<file path="config.mk">
export PLATFORM = sky130hd
export DESIGN_NAME = flash_pf_biu
export DESIGN_NICKNAME = d
export VERILOG_FILES = /design/src/rtl/fpb_pkg.sv /design/src/rtl/fpb_cfg_reg.sv /design/src/rtl/fpb_wait_ctr.sv /design/src/rtl/fpb_line_buf.sv /design/src/rtl/flash_pf_biu.sv
export SDC_FILE = /design/constraint.sdc
export NUM_CORES = 1
export LEC_CHECK = 0
export BUFFER_PORTS_ARGS = -buffer_cell sky130_fd_sc_hd__buf_4
export CELL_PAD_IN_SITES_DETAIL_PLACEMENT = 2
export CELL_PAD_IN_SITES_GLOBAL_PLACEMENT = 2
export CORE_MARGIN = 4
export CORE_UTILIZATION = 43
export DETAILED_ROUTE_END_ITERATION = 10
export HOLD_SLACK_MARGIN = 0.02
export PLACE_DENSITY_LB_ADDON = 0.1
export REMOVE_ABC_BUFFERS = 1
export SLEW_MARGIN = 20
export SYNTH_ARGS = -nofsm -noshare
export SYNTH_HDL_FRONTEND = slang
export SYNTH_SLANG_ARGS = --single-unit
</file>
<file path="constraint.sdc">
create_clock -name clk -period 8.3 [get_ports clk]
set_clock_uncertainty 0.05 [all_clocks]
set_input_delay 0.415 -clock clk [delete_from_list [all_inputs] [get_ports clk]]
set_output_delay 0.415 -clock clk [all_outputs]
set_load 0.02 [all_outputs]
</file>
<file path="src/rtl/fpb_pkg.sv">
package fpb_pkg;
  localparam int CFG_W = 6;

  typedef struct packed {
    logic       dpf_en;
    logic       ipf_en;
    logic [3:0] ws;
  } fpb_cfg_t;

  localparam fpb_cfg_t CFG_RESET = '{dpf_en: 1'b0, ipf_en: 1'b0, ws: 4'hF};

  typedef enum logic [1:0] {ST_IDLE, ST_DEMAND, ST_PREF} fpb_state_e;
endpackage

</file>
<file path="src/rtl/fpb_cfg_reg.sv">
module fpb_cfg_reg
  import fpb_pkg::*;
(
  input  logic             clk,
  input  logic             rst_n,
  input  logic             wr_en,
  input  logic             wr_from_flash,
  input  logic [CFG_W-1:0] wr_data,
  output fpb_cfg_t         cfg,
  output logic             wr_taken
);
  assign wr_taken = wr_en && !wr_from_flash;

  always_ff @(posedge clk or negedge rst_n) begin
    if (!rst_n)        cfg <= CFG_RESET;
    else if (wr_taken) cfg <= fpb_cfg_t'(wr_data);
  end

  p_flash_lock_r5: assert property (@(posedge clk) disable iff (!rst_n)
    wr_en && wr_from_flash |=> $stable(cfg));
  p_cfg_load_r4: assert property (@(posedge clk) disable iff (!rst_n)
    wr_taken |=> cfg == fpb_cfg_t'($past(wr_data)));
endmodule

</file>
<file path="src/rtl/fpb_wait_ctr.sv">
module fpb_wait_ctr #(
  parameter int CW = 4
) (
  input  logic          clk,
  input  logic          rst_n,
  input  logic          load,
  input  logic [CW-1:0] load_val,
  input  logic          cancel,
  output logic          busy,
  output logic          done
);
  logic [CW-1:0] cnt;

  always_ff @(posedge clk or negedge rst_n) begin
    if (!rst_n) begin
      busy <= 1'b0;
      cnt  <= '0;
    end else if (load) begin
      busy <= 1'b1;
      cnt  <= load_val;
    end else if (cancel) begin
      busy <= 1'b0;
    end else if (busy) begin
      if (cnt == '0) busy <= 1'b0;
      else           cnt  <= cnt - 1'b1;
    end
  end

  assign done = busy && (cnt == '0);

  p_busy_len_r3: assert property (@(posedge clk) disable iff (!rst_n)
    busy && (cnt != '0) && !cancel |=> busy);
endmodule

</file>
<file path="src/rtl/fpb_line_buf.sv">
module fpb_line_buf #(
  parameter int NBUF   = 2,
  parameter int LA_W   = 20,
  parameter int LINE_W = 128
) (
  input  logic              clk,
  input  logic              rst_n,
  input  logic [LA_W-1:0]   lk_line,
  output logic              lk_hit,
  output logic [LINE_W-1:0] lk_data,
  input  logic [LA_W-1:0]   pr_line,
  output logic              pr_hit,
  input  logic              touch,
  input  logic              fill,
  input  logic [LA_W-1:0]   fill_line,
  input  logic [LINE_W-1:0] fill_data,
  input  logic              inv_all
);
  localparam int IDX_W = (NBUF > 1) ? $clog2(NBUF) : 1;

  logic [LA_W-1:0]   tag [NBUF];
  logic [LINE_W-1:0] dat [NBUF];
  logic [IDX_W-1:0]  age [NBUF];
  logic [NBUF-1:0]   vld, lk_vec, pr_vec;
  logic [IDX_W-1:0]  lk_idx, vic, upd_idx;
  logic              upd_en;

  for (genvar g = 0; g < NBUF; g++) begin : g_cmp
    assign lk_vec[g] = vld[g] && (tag[g] == lk_line);
    assign pr_vec[g] = vld[g] && (tag[g] == pr_line);
  end

  assign lk_hit = |lk_vec;
  assign pr_hit = |pr_vec;

  always_comb begin
    lk_data = '0;
    lk_idx  = '0;
    for (int i = 0; i < NBUF; i++) begin
      if (lk_vec[i]) begin
        lk_data = lk_data | dat[i];
        lk_idx  = IDX_W'(i);
      end
    end
  end

  // victim: lowest invalid entry, otherwise the oldest one
  always_comb begin
    logic found;
    found = 1'b0;
    vic   = '0;
    for (int i = 0; i < NBUF; i++) begin
      if (!vld[i] && !found) begin
        vic   = IDX_W'(i);
        found = 1'b1;
      end
    end
    if (!found) begin
      for (int i = 0; i < NBUF; i++)
        if (age[i] == IDX_W'(NBUF - 1)) vic = IDX_W'(i);
    end
  end

  assign upd_en  = (fill && !inv_all) || (touch && lk_hit);
  assign upd_idx = fill ? vic : lk_idx;

  always_ff @(posedge clk or negedge rst_n) begin
    if (!rst_n) begin
      vld <= '0;
      for (int i = 0; i < NBUF; i++) begin
        tag[i] <= '0;
        dat[i] <= '0;
        age[i] <= IDX_W'(i);
      end
    end else begin
      if (inv_all) begin
        vld <= '0;
      end else if (fill) begin
        vld[vic] <= 1'b1;
        tag[vic] <= fill_line;
        dat[vic] <= fill_data;
      end
      if (upd_en) begin
        for (int i = 0; i < NBUF; i++) begin
          if (IDX_W'(i) == upd_idx)      age[i] <= '0;
          else if (age[i] < age[upd_idx]) age[i] <= age[i] + 1'b1;
        end
      end
    end
  end

  p_tag_unique_r2: assert property (@(posedge clk) disable iff (!rst_n)
    $onehot0(lk_vec));
  p_inv_clears_r9: assert property (@(posedge clk) disable iff (!rst_n)
    inv_all |=> (vld == '0));
endmodule

</file>
<file path="src/rtl/flash_pf_biu.sv">
module flash_pf_biu
  import fpb_pkg::*;
#(
  parameter  int AW     = 24,
  parameter  int DW     = 32,
  parameter  int LINE_W = 128,
  parameter  int NBUF   = 2,
  localparam int OFF_W  = $clog2(LINE_W / 8),
  localparam int LA_W   = AW - OFF_W
) (
  input  logic              clk,
  input  logic              rst_n,
  input  logic              req_valid,
  output logic              req_ready,
  input  logic [AW-1:0]     req_addr,
  input  logic              req_instr,
  output logic              rd_valid,
  output logic [DW-1:0]     rd_data,
  input  logic              cfg_wr,
  input  logic              cfg_wr_from_flash,
  input  logic [CFG_W-1:0]  cfg_wdata,
  output logic [CFG_W-1:0]  cfg_rdata,
  output logic              arr_rd,
  output logic [LA_W-1:0]   arr_addr,
  input  logic [LINE_W-1:0] arr_rdata
);
  localparam int WPL    = LINE_W / DW;
  localparam int BOFF_W = $clog2(DW / 8);
  localparam int WSEL_W = (WPL > 1) ? $clog2(WPL) : 1;

  fpb_cfg_t          cfg;
  logic              cfg_taken;
  fpb_state_e        state;
  logic [LA_W-1:0]   cur_line, req_line;
  logic [WSEL_W-1:0] cur_word, req_word;
  logic              cur_instr;
  logic              acc, lk_hit, pr_hit, pf_allowed, go_pf;
  logic [LINE_W-1:0] lk_data;
  logic              ctr_load, ctr_cancel, ctr_busy, ctr_done;

  function automatic logic [DW-1:0] pick(input logic [LINE_W-1:0] ln,
                                         input logic [WSEL_W-1:0] w);
    return ln[w*DW +: DW];
  endfunction

  assign req_line = req_addr[AW-1:OFF_W];
  if (WPL > 1) begin : g_wsel
    assign req_word = req_addr[OFF_W-1:BOFF_W];
  end else begin : g_wone
    assign req_word = '0;
  end

  assign req_ready  = (state == ST_IDLE);
  assign acc        = req_valid && req_ready;
  assign pf_allowed = cur_instr ? cfg.ipf_en : cfg.dpf_en;
  assign go_pf      = pf_allowed && !pr_hit && !cfg_taken;
  assign arr_rd     = ctr_busy;
  assign arr_addr   = (state == ST_PREF) ? cur_line + 1'b1 : cur_line;
  assign cfg_rdata  = cfg;
  assign ctr_load   = (acc && !lk_hit) || (state == ST_DEMAND && ctr_done && go_pf);
  assign ctr_cancel = cfg_taken && (state == ST_PREF);

  fpb_cfg_reg u_cfg (
    .clk(clk), .rst_n(rst_n), .wr_en(cfg_wr), .wr_from_flash(cfg_wr_from_flash),
    .wr_data(cfg_wdata), .cfg(cfg), .wr_taken(cfg_taken)
  );

  fpb_wait_ctr #(.CW(4)) u_ctr (
    .clk(clk), .rst_n(rst_n), .load(ctr_load), .load_val(cfg.ws),
    .cancel(ctr_cancel), .busy(ctr_busy), .done(ctr_done)
  );

  fpb_line_buf #(.NBUF(NBUF), .LA_W(LA_W), .LINE_W(LINE_W)) u_buf (
    .clk(clk), .rst_n(rst_n),
    .lk_line(req_line), .lk_hit(lk_hit), .lk_data(lk_data),
    .pr_line(cur_line + 1'b1), .pr_hit(pr_hit),
    .touch(acc), .fill(ctr_done && !cfg_taken), .fill_line(arr_addr),
    .fill_data(arr_rdata), .inv_all(cfg_taken)
  );

  always_ff @(posedge clk or negedge rst_n) begin
    if (!rst_n) begin
      state     <= ST_IDLE;
      cur_line  <= '0;
      cur_word  <= '0;
      cur_instr <= 1'b0;
      rd_valid  <= 1'b0;
      rd_data   <= '0;
    end else begin
      rd_valid <= 1'b0;
      unique case (state)
        ST_IDLE: if (acc) begin
          if (lk_hit) begin
            rd_valid <= 1'b1;
            rd_data  <= pick(lk_data, req_word);
          end else begin
            state     <= ST_DEMAND;
            cur_line  <= req_line;
            cur_word  <= req_word;
            cur_instr <= req_instr;
          end
        end
        ST_DEMAND: if (ctr_done) begin
          rd_valid <= 1'b1;
          rd_data  <= pick(arr_rdata, cur_word);
          state    <= go_pf ? ST_PREF : ST_IDLE;
        end
        ST_PREF: if (cfg_taken || ctr_done) state <= ST_IDLE;
        default: state <= ST_IDLE;
      endcase
    end
  end

  p_hit_no_array_r2: assert property (@(posedge clk) disable iff (!rst_n)
    acc && lk_hit |=> rd_valid && !arr_rd);
  p_busy_stall_r10: assert property (@(posedge clk) disable iff (!rst_n)
    arr_rd |-> !req_ready);
  p_addr_hold_r10: assert property (@(posedge clk) disable iff (!rst_n)
    arr_rd && !ctr_done && !cfg_taken |=> $stable(arr_addr));
  p_pf_gate_r7: assert property (@(posedge clk) disable iff (!rst_n)
    (state == ST_DEMAND) && ctr_done && !pf_allowed |=> !arr_rd);
endmodule

</file>
After elaboration in Yosys (flattened, before gate mapping):

Index checks and enable logic that the tools add are counted.
W data, S select, Z words.

* bits of input ports: 164
* flip-flop bits (word level): 369
* word-level logic and storage cells: 144

* mux-type cells: 51
* bitwise operators: 6
* reduce and logical (&&, ||, !) cells: 42
* $lt $le $gt $ge: 7
* add/subtract/negate cells: 4
* equal/unequal tests: 14
* shift-type cells: 2

Operator list (number)
* $mux W128: 3
* $bwmux W256: 1
* $shiftx A128 B8 Y32: 2
* $demux W128 S1: 1
* $or A128 B128 Y128: 1
* $mux W32: 3
* $eq A20 B20 Y1: 4
* $pmux W32 S2: 1
* $bwmux W40: 1
* $mux W20: 2
* $mux W1: 24
* $add A20 B1 Y20 const B: 1
* $demux W20 S1: 1
* $logic_and A1 B1 Y1: 19
* $mux W4: 4
* $mux W2: 7
* $ne A2 B2 Y1 const B: 5
* $reduce_and A4 Y1: 2
* $reduce_bool A2 Y1: 4
* $ne A2 B1 Y1 const B: 3
* $pmux W2 S3: 1
* $reduce_and A2 Y1: 3
* $reduce_and A3 Y1: 2
* $logic_not A1 Y1: 5
* other kinds (18): 26

Longest topological paths before layout:

* depth in word-level cells: 14
* depth in mapped cells: 11
* depth with buffers taken out: 10

By module:

Synthesis repeated with hierarchy kept, for this count alone.

* cells, all modules: 1369
* area, all modules: 18855.6 um^2

Modules (own cells, without submodules)
* fpb_line_buf: times used 1, area an instance 13421.6 um^2, cells each 929
* flash_pf_biu: times used 1, area an instance 4843.4 um^2, cells each 392
* fpb_wait_ctr: times used 1, area an instance 320.3 um^2, cells each 34
* fpb_cfg_reg: times used 1, area an instance 270.3 um^2, cells each 14

Least setup slack after synthesis:

No wires, ideal clock.

* path kind: reg2reg
* start: register cur_line[1]
* end: register u_ctr.cnt[0]
* slack: 5132 ps
* setup time: 125 ps
* stages on the path, launching flop included: 11
* arrival time: 2993 ps
* cell sequence: dfrtp_1 ha_1 nand3_2 or4_1 xor2_1 a221o_1 or3_1 or4_1 nand3_2 nand2_4 mux2_4

* longest elaborated chain between the ends: 11
* elaborated cells on any way between the ends: 16
* those cells by class: add/sub (1); eq/ne (4); mux (1); reduce/logical (10)

Ends and longest elaborated chain
* start, declared: RTL line flash_pf_biu.sv:34 `logic [LA_W-1:0] cur_line, req_line;`
* start signal, assigned: RTL line flash_pf_biu.sv:98 `cur_line <= req_line;`
* $add A20 B1 Y20 (*): RTL line flash_pf_biu.sv:76 `.pr_line(cur_line + 1'b1), .pr_hit(pr_hit),`
* $eq A20 B20 Y1: RTL line fpb_line_buf.sv:30 `assign pr_vec[g] = vld[g] && (tag[g] == pr_line);`
* $logic_and A1 B1 Y1: RTL line fpb_line_buf.sv:30
* $reduce_or A2 Y1 (*): RTL line fpb_line_buf.sv:34 `assign pr_hit = |pr_vec;`
* $logic_not A1 Y1 (*): RTL line flash_pf_biu.sv:56 `assign go_pf = pf_allowed && !pr_hit && !cfg_taken;`
* $logic_and A1 B1 Y1 (*) (2 in a row): RTL line flash_pf_biu.sv:56
* $logic_and A1 B1 Y1 (*): RTL line flash_pf_biu.sv:60 `assign ctr_load = (acc && !lk_hit) || (state == ST_DEMAND && ctr_done && go_pf);`
* $logic_or A1 B1 Y1 (*): RTL line flash_pf_biu.sv:60
* $ne A2 B2 Y1 (no line) or $reduce_bool A2 Y1 (tied branches)
* $reduce_and A3 Y1 (no line)
* end signal, assigned: RTL line fpb_wait_ctr.sv:20 `cnt <= load_val;`
* end signal, assigned: RTL line fpb_wait_ctr.sv:25 `else cnt <= cnt - 1'b1;`
* end, declared: RTL line fpb_wait_ctr.sv:12 `logic [CW-1:0] cnt;`

Mark *: on every way between the ends. The rest lies on a longest branch, timed or not.
A chain may end at the register's enable or synchronous reset.

Worst setup path after layout:

* start: register u_buf.tag[34] (netlist bit)
* end: register rd_data[8]

* longest elaborated chain between the ends: 9
* elaborated cells on any way between the ends: 12
* those cells by class: eq/ne (2); shift (1); mux (5); bitwise (1); reduce/logical (3)

Ends and longest elaborated chain
* start, declared: RTL line fpb_line_buf.sv:21 `logic [LA_W-1:0] tag [NBUF];`
* start signal, assigned by index: RTL line fpb_line_buf.sv:80 `tag[vic] <= fill_line;`
* $eq A20 B20 Y1 (*): RTL line fpb_line_buf.sv:29 `assign lk_vec[g] = vld[g] && (tag[g] == lk_line);`
* $logic_and A1 B1 Y1 (*): RTL line fpb_line_buf.sv:29
* $mux W128: RTL line fpb_line_buf.sv:40 `if (lk_vec[i]) begin`
* $or A128 B128 Y128: RTL line fpb_line_buf.sv:41 `lk_data = lk_data | dat[i];`
* $mux W128: RTL line fpb_line_buf.sv:40
* $shiftx A128 B8 Y32: RTL line flash_pf_biu.sv:43 `return ln[w*DW +: DW];`
* $mux W32: RTL line flash_pf_biu.sv:93 `if (lk_hit) begin`
* $mux W32: RTL line flash_pf_biu.sv:92 `ST_IDLE: if (acc) begin`
* $pmux W32 S2: RTL line flash_pf_biu.sv:91 `unique case (state)`
* end signal, assigned: RTL line flash_pf_biu.sv:95 `rd_data <= pick(lk_data, req_word);`
* end signal, assigned: RTL line flash_pf_biu.sv:105 `rd_data <= pick(arr_rdata, cur_word);`
* end, declared: RTL line flash_pf_biu.sv:18 `output logic [DW-1:0] rd_data,`

Mark *: on every way between the ends. The rest lies on a longest branch, timed or not. The select of a mux whose other input is x is not followed.

==> PnR_summary.wiki <==
{| class="wikitable"
! Metric !! Value
|-
| Net switching power || a little under 3000 uW
|-
| Std-Cell Core Area || 42,200 sq um
|-
| Final Instance Count excl. Fillers || about 2,400
|-
| Fmax achieved || slightly below 200 MHz
|-
| CP startpoint || u_buf.tag[34]
|-
| Register cell area after layout || between 9000 and 10,000 sq um
|-
| Avg WL per Cell || ~29 um
|-
| Wire length of the first global-routing pass || about 100,000 um
|-
| Most frequent cells after synthesis || dfrtp_1, mux2_2, clkbuf_1, a21oi_1, a22oi_1
|-
| Reg-to-reg endpoint || rd_data[8]
|-
| CP Data Required Time || between 8 and 9 ns
|-
| Critical path capture point type || flop
|-
| Cell type of the slowest stage on the worst timing path || nor4_2
|-
| Setup repair after global routing missed its margin || no
|-
| Final cell utilization of the core || 54.1%
|-
| Area of combinational cells with multiple inputs || around 8600 sq um
|-
| Global routing usage summed across all routing layers || 28.6%
|-
| Count of yosys warnings during synthesis || 0
|-
| Post-synth EDFFs || 0
|-
| Final number of max-transition violations || 0
|-
| HPWL Detailed || 38,400 um
|-
| Result of the run || finished, final reports clean
|-
| Post-Route WL || between 60,000 and 70,000 um
|-
| Vias in the first global route || about 17,000
|-
| Critical path depth in cells || 10
|-
| Final layout net count || 1,946
|-
| Yosys top cell by area || dfrtp_1
|-
| Predominant post-synthesis flop cell || dfrtp_1
|-
| Die footprint || ~46,000 sq um
|-
| Clock network power share || about a quarter
|-
| Pin count of the biggest net entering global routing || between 150 and 200
|-
| Share of async-settable or async-resettable flops after synthesis || between 90% and 100%
|-
| Final min period || 5.03 ns
|-
| Setup repair bufs after CTS || 0
|-
| Class of the most critical hold timing path || in2reg
|-
| Number of buffers created by CTS || 43
|-
| Vias after detailed routing || between 10,000 and 15,000
|-
| Port Buf Inserts || about 220
|-
| Switching share of power || 36.1%
|-
| Total clock sinks || around 370
|-
| Setup-violating endpoint count in the final report || 0
|-
| Share of the synthesized area in the top cell type || 49.4%
|-
| Share of cells above drive strength 1 || a little over a third
|-
| Max rail drop VDD || around 0.22 mV
|-
| Cells after Synth || between 1,500 and 2,000
|-
| TritonCTS clock tree || yes
|-
| Die Height || 215 um
|-
| Crit-path leading delay family || buffers and inverters
|-
| Number of buffer and inverter stages on the critical path || 2
|-
| H-tree levels || 2
|-
| Top-count cell post-synth || dfrtp_1
|-
| Hold Slack || ~0.043 ns
|-
| Most prevalent standard cell on the critical path || buf_4
|-
| Combinational Power Share || between 30% and 40%
|-
| Sequential power share || 41.2%
|-
| Number of detailed-route iterations in the first pass || 5
|-
| Gpl congestion || 0.902
|-
| Violation count after the first detailed-route iteration || between 900 and 1,000
|-
| Average cell area after synthesis || between 10 and 15 sq um
|-
| Capturing element of the worst setup path || rd_data[8]
|-
| Worst slew margin relative to its limit || between 20 and 30%
|-
| Worst-Margin Slew || between 1 and 1.5 ns
|-
| Number of cells in the design after placement || ~2,200
|-
| Slowest stage delay, CP || 0.85 ns
|-
| Critical path cell sequence || xor2_1 > nor4_1 > nand4_1 > nor4_2 > buf_4 > buf_4 > a22oi_1 > a211oi_1 > a21oi_1 > o21ai_0
|-
| Startpoint class of the critical path || flop
|-
| Type of the worst setup path || reg2reg
|-
| Period Utilization, post-route || about three fifths
|-
| Post-synth cell types || 55
|-
| Number of fillers in the final layout || ~4,000
|-
| Cell-internal power || 5110 uW
|-
| Initial core utilization || 43.7%
|-
| Overflow left after global routing || 0
|-
| Register-to-register path setup slack || 3.27 ns
|-
| Critical register-to-register path startpoint || u_buf.tag[34]
|-
| Critical Path AT || ~5.5 ns
|-
| Vias/cell || around 6.1
|-
| P&R area growth vs syn || 23.8%
|-
| Final-report hold violation count || 0
|-
| Number of rows in the core area || 75
|-
| Ports placed on the boundary || between 200 and 250
|-
| Area contributors post-synth || dfrtp_1, mux2_2, a22oi_1, mux4_2, a221oi_1
|-
| Number of buffers between clock root and the deepest sink || 3
|-
| DRC violation count after routing || 0
|-
| Cell count of the worst reg-to-reg path || 10
|-
| Antenna violations before repair || 7
|-
| Number of nets still failing antenna checks after routing || 0
|-
| LEAKAGE || slightly below 0.01 uW
|-
| Clock edge transition at the registers on the reported setup and hold paths || 0.06 ns
|-
| Register bit total from synthesis || 369
|-
| Post-synthesis sequential area ratio || 50.1%
|-
| CP max FO || 70
|-
| Library cell used as clock root buffer || clkbuf_16
|-
| Die outline width || approximately 220 um
|-
| Synth Cell Area || roughly 18,000 sq um
|-
| Maximum capacitance violations || 0
|-
| Latest clock arrival within the worst-skew pair || 0.60 ns
|-
| Total power density per cell area || approximately 350 nW/um^2
|}
[power by group through the flow]
stage | Combinational (uW) | Clock [uW] | Sequential, uW
CTS | 2640 | 2050 | 3240
floorplan | 1670 | 0 | 3160
global route | 2880 | 2150 | 3390
global placement | 2450 | 0 | 3170
finish | 2670 | 2030 | 3300
detailed placement | 2570 | 0 | 3250
[kinds of logic after synthesis]
group,after synthesis,share of synthesized area (%)
AO/OA/AOI/OAI,374,13.6
XOR/XNOR,107,5.08
adder cells (fa/ha/maj),2,0.136
buffers and inverters,161,3.42
flip-flops,369,50.1
multiplexers,325,21.9
AND/OR/NAND/NOR,201,5.88
[state kept, by name (all words and copies together) (netlist names)]
register and flops:
cur_instr 1, cur_line 20, cur_word 2, rd_data 32, rd_valid 1, state 2, u_buf.age 2, u_buf.dat 256
u_buf.tag 40, u_buf.vld 2, u_cfg.cfg 6, u_ctr.busy 1, u_ctr.cnt 4
[area by class of cell]
cell class / count / area share (%)
sequential: 369 / 40.5
multi-input combinational: 1009 / 37.7
clock buffer: 60 / 5.30
antenna: 3 / 0.0329
clock inverter: 14 / 1.16
tap: 539 / 2.95
timing repair buffer: 329 / 11.9
inverter: 28 / 0.460
[timing repair]
item | in CTS | in global routing
hold buffers | 87 | 0
resized for setup | 0 | 0
hold endpoints to repair | 207 | 0
[layer usage]
layer	part of all wire (%)	global-route usage, %	up-vias
li1	-	-	6221
met4	3.1	9.77	8
met2	52	50.7	391
met5	0.065	0	-
met1	41	35.8	7696
met3	4.3	4.48	138
[worst min path at each step]
| stage | from | cells past startpoint | slack, ns | end |
|---|---|---|---|---|
| floorplan | rst_n | 0 | 0.07 | cur_instr |
| global route | arr_rdata[57] | 2 | 0.03 | u_buf.dat[57] |
| detailed placement | rst_n | 1 | 0.40 | u_buf.dat[118] |
| finish | arr_rdata[57] | 2 | 0.04 | u_buf.dat[57] |
| global placement | rst_n | 1 | 0.39 | u_buf.dat[118] |
| CTS | arr_rdata[9] | 2 | 0.02 | u_buf.dat[137] |
[cell usage in the layout, fill, tap and decap left out, drive strengths merged, types with 50 or more instances in the layout]
master / synthesis / final
a221oi: 64 / 64
buf: 12 / 242
dlygate4sd3: 0 / 87
clkbuf: 121 / 60
xnor2: 62 / 62
mux2: 290 / 290
dfrtp: 364 / 364
nor2: 50 / 50
a22oi: 98 / 98
a21oi: 99 / 99
o21ai: 62 / 62
[through the flow]
step	area, sq um	TNS, ns	worst slack (ns)	total power [uW]
floorplan	17900	-379.71	-6.18	4830
global placement	20500	0	3.68	5610
detailed placement	20500	0	3.54	5820
CTS	22800	0	3.55	7930
global route	22800	0	3.11	8420
finish	22800	0	3.27	8000
No activity file was read; power rests on OpenSTA's default activity.
